## config.mk

```make
export PLATFORM = sky130hd
export DESIGN_NAME = trig_qualifier
export DESIGN_NICKNAME = d
export VERILOG_FILES = /design/src/rtl/trig_qualifier.sv
export SDC_FILE = /design/constraint.sdc
export NUM_CORES = 1
export LEC_CHECK = 0
export BUFFER_PORTS_ARGS = -buffer_cell sky130_fd_sc_hd__buf_2
export CORE_ASPECT_RATIO = 0.8
export CORE_MARGIN = 1
export CORE_UTILIZATION = 56
export CTS_CLUSTER_DIAMETER = 40
export DETAILED_ROUTE_END_ITERATION = 6
export PLACE_DENSITY = 0.84
export SLEW_MARGIN = 30
export SYNTH_ARGS = -nofsm -noshare
export SYNTH_HDL_FRONTEND = slang
export SYNTH_SLANG_ARGS = --single-unit
```

## constraint.sdc

```tcl
create_clock -name clk -period 3.8 [get_ports clk]
set_input_delay 0.57 -clock clk [delete_from_list [all_inputs] [get_ports clk]]
set_output_delay 0.57 -clock clk [all_outputs]
set_load 0.01 [all_outputs]
```

## src/rtl/trig_qualifier.sv

```systemverilog
module trig_qualifier #(
  parameter int HOLDOFF_CYC = 10000,
  parameter int TS_W        = 32,
  parameter int GPI_W       = 6,
  parameter int IDX_W       = 16,
  parameter int LOST_W      = 16,
  parameter int PWR_W       = 3
) (
  input  logic              clk,
  input  logic              rst_n,
  input  logic              trig_en,
  input  logic              trig_in,
  input  logic              acq_done,
  input  logic              buf_full,
  input  logic [PWR_W-1:0]  pwr_fault,
  input  logic [TS_W-1:0]   timer_val,
  input  logic [GPI_W-1:0]  gpi,
  output logic              start_pulse,
  output logic [TS_W-1:0]   cap_stamp,
  output logic [GPI_W-1:0]  cap_gpi,
  output logic [IDX_W-1:0]  frame_idx,
  output logic              hdr_strobe,
  output logic [LOST_W-1:0] hdr_lost,
  output logic [3:0]        hdr_flags
);
  localparam int HO_W = $clog2(HOLDOFF_CYC + 1);
  localparam logic [LOST_W-1:0] LOST_MAX = '1;
  localparam logic [HO_W-1:0] HO_LOAD = HO_W'(HOLDOFF_CYC - 1);

  logic              busy;
  logic [HO_W-1:0]   ho_cnt;
  logic [LOST_W-1:0] lost_cnt;
  logic [3:0]        flags;

  // reason bits: 3 power, 2 no room, 1 hold-off, 0 busy
  wire [3:0] why    = {|pwr_fault, buf_full, ho_cnt != '0, busy};
  wire       armed  = trig_in & trig_en;
  wire       accept = armed & (why == 4'b0);
  wire       refuse = armed & (why != 4'b0);
  wire       close  = acq_done & busy;
  wire [LOST_W-1:0] lost_inc = (lost_cnt == LOST_MAX) ? lost_cnt : lost_cnt + 1'b1;

  always_ff @(posedge clk) begin
    if (!rst_n) begin
      busy        <= 1'b0;
      ho_cnt      <= '0;
      lost_cnt    <= '0;
      flags       <= '0;
      start_pulse <= 1'b0;
      cap_stamp   <= '0;
      cap_gpi     <= '0;
      frame_idx   <= '0;
      hdr_strobe  <= 1'b0;
      hdr_lost    <= '0;
      hdr_flags   <= '0;
    end else begin
      start_pulse <= accept;
      hdr_strobe  <= close;

      if (accept)     busy <= 1'b1;
      else if (close) busy <= 1'b0;

      if (accept)              ho_cnt <= HO_LOAD;
      else if (ho_cnt != '0)   ho_cnt <= ho_cnt - 1'b1;

      if (accept) begin
        cap_stamp <= timer_val;
        cap_gpi   <= gpi;
        frame_idx <= frame_idx + 1'b1;
      end

      if (close) begin
        hdr_lost  <= lost_cnt;
        hdr_flags <= flags;
        lost_cnt  <= refuse ? LOST_W'(1) : '0;
        flags     <= refuse ? why : 4'b0;
      end else if (refuse) begin
        lost_cnt <= lost_inc;
        flags    <= flags | why;
      end
    end
  end

  // independent spacing counter used by the hold-off check
  logic [HO_W-1:0] gap_cnt;
  always_ff @(posedge clk) begin
    if (!rst_n)                       gap_cnt <= HO_W'(HOLDOFF_CYC);
    else if (start_pulse)             gap_cnt <= HO_W'(1);
    else if (gap_cnt < HO_W'(HOLDOFF_CYC)) gap_cnt <= gap_cnt + 1'b1;
  end

  assert_start_needs_enable_R10: assert property (@(posedge clk) disable iff (!rst_n)
    start_pulse |-> $past(trig_en && trig_in));

  assert_no_start_while_busy_R2: assert property (@(posedge clk) disable iff (!rst_n)
    start_pulse |-> !$past(busy));

  assert_no_start_when_full_R4: assert property (@(posedge clk) disable iff (!rst_n)
    start_pulse |-> !$past(buf_full));

  assert_no_start_on_fault_R5: assert property (@(posedge clk) disable iff (!rst_n)
    start_pulse |-> $past(pwr_fault) == '0);

  assert_holdoff_spacing_R3: assert property (@(posedge clk) disable iff (!rst_n)
    start_pulse |-> gap_cnt >= HO_W'(HOLDOFF_CYC));

  assert_frame_step_R9: assert property (@(posedge clk) disable iff (!rst_n)
    start_pulse |-> frame_idx == IDX_W'($past(frame_idx) + 1'b1));

  assert_frame_hold_R9: assert property (@(posedge clk) disable iff (!rst_n)
    !start_pulse |-> $stable(frame_idx));

  assert_lost_saturates_R7: assert property (@(posedge clk) disable iff (!rst_n)
    (!hdr_strobe && $past(lost_cnt) == LOST_MAX) |-> lost_cnt == LOST_MAX);

  assert_snapshot_count_R8: assert property (@(posedge clk) disable iff (!rst_n)
    hdr_strobe |-> hdr_lost == $past(lost_cnt));

  assert_header_hold_R11: assert property (@(posedge clk) disable iff (!rst_n)
    !hdr_strobe |-> ($stable(hdr_lost) && $stable(hdr_flags)));
endmodule

```

==> Implementation_results.wiki, run 1 <==
{| class="wikitable"
! Metric !! Value
|-
| Post_cts resized || 0
|-
| Worst r2r path cells || 5
|-
| Antenna violation net count after detailed routing || 0
|-
| Synth Register Bits || around 110
|-
| Routed length per placed instance || ~14 um
|-
| Leakage power || between 2 and 2.5 nW
|-
| Endpoint type of the worst setup path || flip-flop
|-
| Critical path startpoint category || flip-flop
|-
| Pwr per Cell Area || 466 nW/um2
|-
| Crit path max fanout || 13
|-
| Total Wirelength || around 11000 um
|-
| Buffer depth of the longest clock path || 2
|-
| Count of standard-cell rows || 28
|-
| Number of flops mapped to enable cells by yosys || 0
|-
| Post-detailed-placement half-perimeter wirelength || around 7200 um
|-
| Router iterations before antenna repair || 4
|-
| Setup fix buffers added after clock tree synthesis || 0
|-
| CP Launch Point || lost_cnt[0]
|-
| Switching power || just under 0.8 mW
|-
| Worst Slack Setup Final || around 1.4 ns
|-
| Design internal power || between 1.5 and 2 mW
|-
| Initial core utilization || ~60%
|-
| Synthesized instance count || roughly 540
|-
| Via count of the first global-routing pass || about 3800
|-
| Number of design rule violations left after detail routing || 0
|-
| Full die area || between 8000 and 9000 um2
|-
| Largest area contributor in the netlist || dfxtp_1
|-
| Clock root buffer || clkbuf_8
|-
| Data arrival time of the worst path || ~2.7 ns
|-
| RSZ-0062 raised after global routing || false
|-
| Core footprint || between 7000 and 8000 um2
|-
| Setup TNS || 0 ns
|-
| Number of buffers inserted for hold repair after clock tree synthesis || 0
|-
| Net switching fraction of the power || 30.8%
|-
| Height of the die || roughly 83 um
|-
| Number of vias per cell || approximately 5.5
|-
| Period utilization || about three fifths
|-
| Post-synthesis average cell area || 8.37 um2
|-
| Portion of total power attributed to combinational logic || between 20% and 30%
|-
| Hold crit path type || in -> reg
|-
| List of cells traversed by the critical path || ha_1 -> and3_1 -> nand4_1 -> and4_1 -> a211oi_1
|-
| Most repeated cell in the gate-level netlist after synthesis || nand2_1
|-
| Top cells by area in the synthesized netlist || dfxtp_1, nand2_1, a21oi_1
|-
| CP peak stage delay || 0.50 ns
|-
| Syn_nets || between 500 and 600
|-
| Yosys top cell area share || 48.9%
|-
| Number of warnings issued by yosys || 0
|-
| Final antenna diode count || 0
|-
| Worst ir drop on vdd || between 0.3 and 0.4 mV
|-
| Fillers || ~640
|-
| Synth top cells by count || nand2_1, dfxtp_1, a21oi_1
|-
| CTS tree || yes
|-
| Antenna violations before repair || 0
|-
| Final count of negative-setup-slack endpoints || 0
|-
| Clk sinks || between 100 and 150
|-
| Place WS || 1.15 ns
|-
| End of the worst register-to-register path || lost_cnt[12]
|-
| Leftover overflow at the end of global routing || 0
|-
| Combined global-route utilization of all metal layers || approximately a quarter
|-
| Relative contribution of the clock network to total power || 29.6%
|-
| Pin slew with the least headroom to its limit || 0.712 ns
|-
| Share of the core filled with cells || between 70% and 80%
|-
| Area added between synthesis and finish || 18.8%
|-
| Combined area of all synthesized cells || around 4500 um2
|-
| Clock H-tree levels || 3
|-
| Critical path's slowest cell || nand4_1
|-
| Data required time at the worst endpoint || between 4 and 5 ns
|-
| Die width || about 100 um
|-
| Inserted Clock Buffers || 9
|-
| Worst-case headroom to the max-slew limit || between 50 and 60%
|-
| Timing-limited maximum frequency || between 400 and 500 MHz
|-
| Worst reg2reg path startpoint || lost_cnt[0]
|-
| Post-route minimum period || 2.35 ns
|-
| Wire length of the first global-routing pass || 16300 um
|-
| Via count || between 4000 and 5000
|-
| Layout Nets || 701
|-
| Maxcap violations || 0
|-
| Register-to-register setup slack || between 1 and 1.5 ns
|-
| Status || finished clean
|-
| Number of buffers added on ports || about 120
|-
| I/O pin count || 123
|-
| Number of hold violations in the final report || 0
|-
| Skew final || ~0.011 ns
|-
| Count of distinct cell types in the synthesized netlist || between 50 and 60
|-
| DR iter-0 viols || between 200 and 250
|-
| Part of the power in registers || 50.1%
|-
| Primary FF master, synth || dfxtp_1
|-
| Clk slew on worst S/H paths || 0.11 ns
|-
| Share of async-settable or async-resettable flops after synthesis || 0%
|-
| Capturing element of the worst setup path || lost_cnt[12]
|-
| Largest net degree at the start of global routing || 69
|-
| Clk_lat worst skew || between 0.3 and 0.4 ns
|-
| Fraction of final layout cells sized beyond drive strength 1 || between 20% and 30%
|-
| Type of the worst setup path || reg -> reg
|-
| Global placer's final weighted congestion || around 0.86
|-
| Pins Over Slew Limit || 0
|-
| Post-synthesis sequential area ratio || about half
|}
==> cells in the final DEF, fill, tap and decap left out, drive strengths merged, types with 2 or more instances in the layout <==
cell / n
or3: 5
buf: 127
and4: 7
xor2: 4
nand2: 134
a311oi: 3
o2111ai: 2
nand4: 9
o211ai: 2
nor4: 4
nor3b: 3
nand3: 10
a41oi: 3
nor3: 21
xnor2: 15
a31oi: 7
nand3b: 4
a22oi: 2
ha: 3
nor2b: 2
nor2: 30
nand2b: 3
o21ai: 6
o31ai: 3
o21a: 2
dfxtp: 111
and3: 10
clkbuf: 9
inv: 13
and2: 6
a21oi: 76
mux2i: 2
a211oi: 6
==> flip-flops by register name, summed over array words and instances (netlist names) <==
| signal | count |
|---|---|
| frame_idx | 16 |
| flags | 4 |
| busy | 1 |
| hdr_strobe | 1 |
| lost_cnt | 16 |
| hdr_lost | 16 |
| hdr_flags | 4 |
| cap_stamp | 32 |
| ho_cnt | 14 |
| start_pulse | 1 |
| cap_gpi | 6 |
==> stage by stage <==
step	cell area (um2)	hold WS, ns	std cells	power, mW
6_report	5400	0.416	761	2.52
5_1_grt	5400	0.405	761	2.63
4_1_cts	5400	0.401	761	2.53
3_5_place_dp	5190	0.443	745	1.79
3_3_place_gp	5190	0.439	745	1.76
2_1_floorplan	4550	0.432	543	1.68
==> routing by layer <==
metal  up-vias  part of all wire [%]  routed length (um)  GRT usage [%]
met5         -                     0                   0              0
met4         0                   1.4                 144           7.61
met3        17                   6.3                 659           6.57
met2       133                    48                5110           43.1
met1      1950                    44                4630           30.0
li1       2091                     -                   -              -
==> critical path, delay by kind of cell, from the launching register on <==
family                   cells  cell delay, ns
adder cells (fa/ha/maj)      1            0.28
AND/OR/NAND/NOR              3            1.30
flip-flops                   1            0.48
AO/OA/AOI/OAI                1            0.21
==> power by group through the flow <==
stage               Clock [mW]  Combinational, mW  Sequential, mW
floorplan                    0              0.400            1.28
detailed placement           0              0.504            1.28
global placement             0              0.484            1.28
CTS                      0.760              0.507            1.26
finish                   0.746              0.509            1.26
global route             0.809              0.559            1.27
==> worst min path at each step <==
stage | startpoint | end | cells after the start
floorplan | flags[0] | hdr_flags[0] | 2
global placement | cap_gpi[4] | cap_gpi[4] | 2
detailed placement | hdr_flags[1] | hdr_flags[1] | 2
CTS | timer_val[4] | cap_stamp[4] | 3
global route | timer_val[2] | cap_stamp[2] | 3
finish | timer_val[4] | cap_stamp[4] | 3
==> area by class of cell <==
class	count	area (um2)	area share [%]
Clock buffer	9	124	2.29
Clock inverter	7	88.8	1.64
Inverter	9	33.8	0.625
Multi-Input combinational cell	393	2160	39.9
Sequential cell	111	2220	41.1
Tap cell	105	131	2.43
Timing Repair Buffer	127	648	12.0
==> kinds of logic (layout without fill, tap and decap cells) <==
group / after synthesis / in the layout / synth area share [%]
XOR/XNOR: 19 / 19 / 3.66
flip-flops: 111 / 111 / 48.9
AO/OA/AOI/OAI: 118 / 118 / 15.8
adder cells (fa/ha/maj): 3 / 3 / 0.826
AND/OR/NAND/NOR: 251 / 251 / 26.7
buffers and inverters: 39 / 152 / 3.71
multiplexers: 2 / 2 / 0.440
No activity file was read; power rests on OpenSTA's default activity.
==> run 2, diff against run 1 <==
Settings changed: ABC_AREA set to 1, CORE_UTILIZATION 56 to 53, PLACE_DENSITY 0.84 to 0.79.
Clock period 3.8 ns to 2.2 ns, I/O delays scaled along.
==> run 2 against run 1 <==
Clock skew down 0.0037 ns. Critical endpoint is now frame_idx[0]. Wire length rose by 17%. Critical path type unchanged. Worst hold slack got worse by 0.26 ns.
==> Implementation_results.wiki, run 2 <==
{| class="wikitable"
! Metric !! Value
|-
| Critical path's slowest cell || dfxtp_1
|-
| Final count of negative-setup-slack endpoints || 0 (unchanged)
|-
| Post-synthesis average cell area || 7.07 um2 (-16%)
|-
| Maxcap violations || 0 (unchanged)
|-
| DR iter-0 viols || 250 (+7.3%)
|-
| Count of distinct cell types in the synthesized netlist || 35 (-38%)
|-
| Synth Register Bits || 111 (unchanged)
|-
| Fraction of final layout cells sized beyond drive strength 1 || 22.5% (-1.6 points)
|-
| Met3 capacity usage during global routing || 8.56% (+2.0 points)
|-
| Layout Nets || 869 (+24%)
|-
| Share of the core filled with cells || 66.0% (-4.8 points)
|-
| I/O pin count || 123 (unchanged)
|-
| Clock root buffer || clkbuf_16
|-
| Commonest non-fill, non-tap cell in the layout || nand2_1
|-
| Post-detailed-placement half-perimeter wirelength || 8900 um (+23%)
|-
| Endpoint type of the worst setup path || flip-flop
|-
| Number of warnings issued by yosys || 0 (unchanged)
|-
| Worst-case headroom to the max-slew limit || 76.7% (+24 points)
|-
| Leakage power || 2.86 nW (+32%)
|-
| Post_cts resized || 0 (unchanged)
|-
| Pwr per Cell Area || 797 nW/um2 (+71%)
|-
| Routed length per placed instance || 13.1 um (-5.3%)
|-
| Full die area || 9820 um2 (+16%)
|-
| Area added between synthesis and finish || 20.4%
|-
| Hold crit path type || in -> reg
|-
| Buffer depth of the longest clock path || 2 (unchanged)
|-
| Max FFs per register || 32 (unchanged)
|-
| Post-route minimum period || 1.97 ns (-0.381 ns)
|-
| Most repeated cell in the gate-level netlist after synthesis || nand2_1
|-
| Via count of the first global-routing pass || 4305 (+13%)
|-
| Worst ir drop on vdd || 0.752 mV (+150%)
|-
| Pin slew with the least headroom to its limit || 0.346 ns (-0.366 ns)
|-
| Setup TNS || 0 ns (unchanged)
|-
| Setup fix buffers added after clock tree synthesis || 0 (unchanged)
|-
| Largest net degree at the start of global routing || 42 (-39%)
|-
| Met2 track demand over resource || 39.4% (-3.8 points)
|-
| Pins Over Slew Limit || 0 (unchanged)
|-
| Antenna violations before repair || 0 (unchanged)
|-
| Yosys top cell area share || 44.5% (-4.4 points)
|-
| Fillers || 849 (+33%)
|-
| Router iterations before antenna repair || 5 (+1)
|-
| Crit path max fanout || 41 (+28)
|-
| Combined global-route utilization of all metal layers || 25.4% (+0.69 points)
|-
| Top cells by area in the synthesized netlist || dfxtp_1, nand2_1, nand3_1
|-
| Skew final || 0.00689 ns (-0.00375 ns)
|-
| Clk_lat worst skew || 0.35 ns (-0.03 ns)
|-
| Status || finished clean
|-
| Number of flops mapped to enable cells by yosys || 0 (unchanged)
|-
| Core footprint || 9110 um2 (+19%)
|-
| Most frequent cells in the layout || nand2_1, buf_2, dfxtp_1
|-
| Wire length of the first global-routing pass || 20200 um (+24%)
|-
| Primary FF master, synth || dfxtp_1
|-
| CP peak stage delay || 0.33 ns (-0.17 ns)
|-
| Timing-limited maximum frequency || 507 MHz (+19%)
|-
| Antenna violation net count after detailed routing || 0 (unchanged)
|-
| Number of hold violations in the final report || 0 (unchanged)
|-
| Synthesized instance count || 706 (+30%)
|-
| Data arrival time of the worst path || 2.25 ns (-0.40 ns)
|-
| Clock H-tree levels || 3 (unchanged)
|-
| Met1 global-route usage || 34.3% (+4.2 points)
|-
| CTS tree || yes
|-
| Leftover overflow at the end of global routing || 0 (unchanged)
|-
| Number of buffers inserted for hold repair after clock tree synthesis || 0 (unchanged)
|-
| Die width || 111 um (+7.6%)
|-
| Top Family by Delay on Critical Path || simple AND/OR/NAND/NOR gates
|-
| Critical path startpoint category || flip-flop
|-
| Syn_nets || 756 (+27%)
|-
| Initial core utilization || 54.8% (-4.7 points)
|-
| RSZ-0062 raised after global routing || false
|-
| Final antenna diode count || 0 (unchanged)
|-
| Share of async-settable or async-resettable flops after synthesis || 0% (unchanged)
|-
| Number of buffers added on ports || 122 (unchanged)
|-
| Global-route layer with the greatest usage || met2
|-
| Combined buffer and inverter count along the critical path || 2 (+2)
|-
| Combined area of all synthesized cells || 4990 um2 (+9.9%)
|-
| Count of standard-cell rows || 31 (+11%)
|-
| Total Wirelength || 12300 um (+17%)
|-
| Type of the worst setup path || reg -> reg
|-
| Post-synthesis sequential area ratio || 44.5% (-4.4 points)
|-
| Clk slew on worst S/H paths || 0.07 ns (-0.04 ns)
|-
| Inserted Clock Buffers || 9 (unchanged)
|-
| Number of vias per cell || 5.26 (-4.6%)
|-
| List of cells traversed by the critical path || inv_1 -> ha_1 -> nand2_2 -> nor2_4 -> nand4_4 -> nor2_2 -> buf_12 -> nor2_1 -> a21oi_1
|-
| Clk sinks || 111 (unchanged)
|-
| Data required time at the worst endpoint || 2.48 ns (-1.61 ns)
|-
| Worst-case hold slack || 0.160 ns (-0.256 ns)
|-
| Height of the die || 88.8 um (+7.5%)
|-
| Largest area contributor in the netlist || dfxtp_1
|-
| Number of design rule violations left after detail routing || 0 (unchanged)
|-
| Period utilization || 89.6% (+28 points)
|-
| Global placer's final weighted congestion || 0.902 (+4.9%)
|-
| Via count || 4935 (+18%)
|-
| Synth top cells by count || nand2_1, dfxtp_1, nor2_1
|-
| Most flops, register || cap_stamp
|}
-- run 2: cell count changes in the layout (fill, tap and decap cells not counted), moves of 8 or more --
| cell | change |
|---|---|
| nor2_2 | +8 |
| xnor2_1 | -14 |
| nand3_1 | +73 |
| nor3_1 | -10 |
| nor2_1 | +62 |
| o21ai_0 | +28 |
| clkbuf_16 | +9 |
| a21oi_1 | -28 |
| and3_1 | -8 |
| inv_1 | +35 |
| clkbuf_8 | -8 |
| nand2_1 | +64 |
-- run 2: final timing paths --
| path | startpoint | endpoint | slack [ns] | depth (start not counted) |
|---|---|---|---|---|
| max | ho_cnt[0] | frame_idx[0] | 0.23 | 9 |
| min | timer_val[13] | cap_stamp[13] | 0.16 | 3 |
| max reg2reg | ho_cnt[0] | frame_idx[0] | 0.23 | 9 |
| min reg2reg | flags[2] | flags[2] | 0.46 | 2 |
-- run 2: report_power, final --
group          switching [mW]  internal, mW  total [mW]
Sequential             0.0911          2.11        2.20
Combinational           0.616         0.335       0.951
Clock                   0.732         0.915        1.65
Total                    1.44          3.36        4.79
-- run 2: per-stage QoR --
stage	instance area [um2]	instances	total power, mW	worst slack, ns
after global routing	6010	939	5.03	0.0263
after detailed placement	5720	923	3.16	0.271
final	6010	939	4.79	0.228
after floorplan	4990	706	2.94	0.557
after global placement	5720	923	3.14	0.378
after CTS	6010	939	4.79	0.224
-- run 2: tightest hold or removal path: stages --
cell	delay, ns
buf_2	0.07
nand2_1	0.04
nand2_1	0.04
-- run 2: routing by layer --
layer / wire length (um) / up-vias
met4: 142 / 0
met1: 5930 / 2254
met2: 5360 / 169
met5: 0 / -
li1: - / 2498
met3: 887 / 14
-- run 2: cell families after synthesis --
| kind of cell | synth area share, % |
|---|---|
| DFF | 44.5 |
| and+or+nand+nor | 38.5 |
| buffers and inverters | 6.69 |
| AOI/OAI and AO/OA | 8.87 |
| adders and majority gates | 0.752 |
| xor gates and xnor gates | 0.702 |
-- run 2: final cells by class --
cell class	instances	area, um2	area share, %
Sequential cell	111	2220	36.9
Multi-Input combinational cell	517	2440	40.5
Clock buffer	11	243	4.04
Tap cell	115	144	2.39
Clock inverter	5	56.3	0.936
Inverter	46	173	2.87
Timing Repair Buffer	134	738	12.3
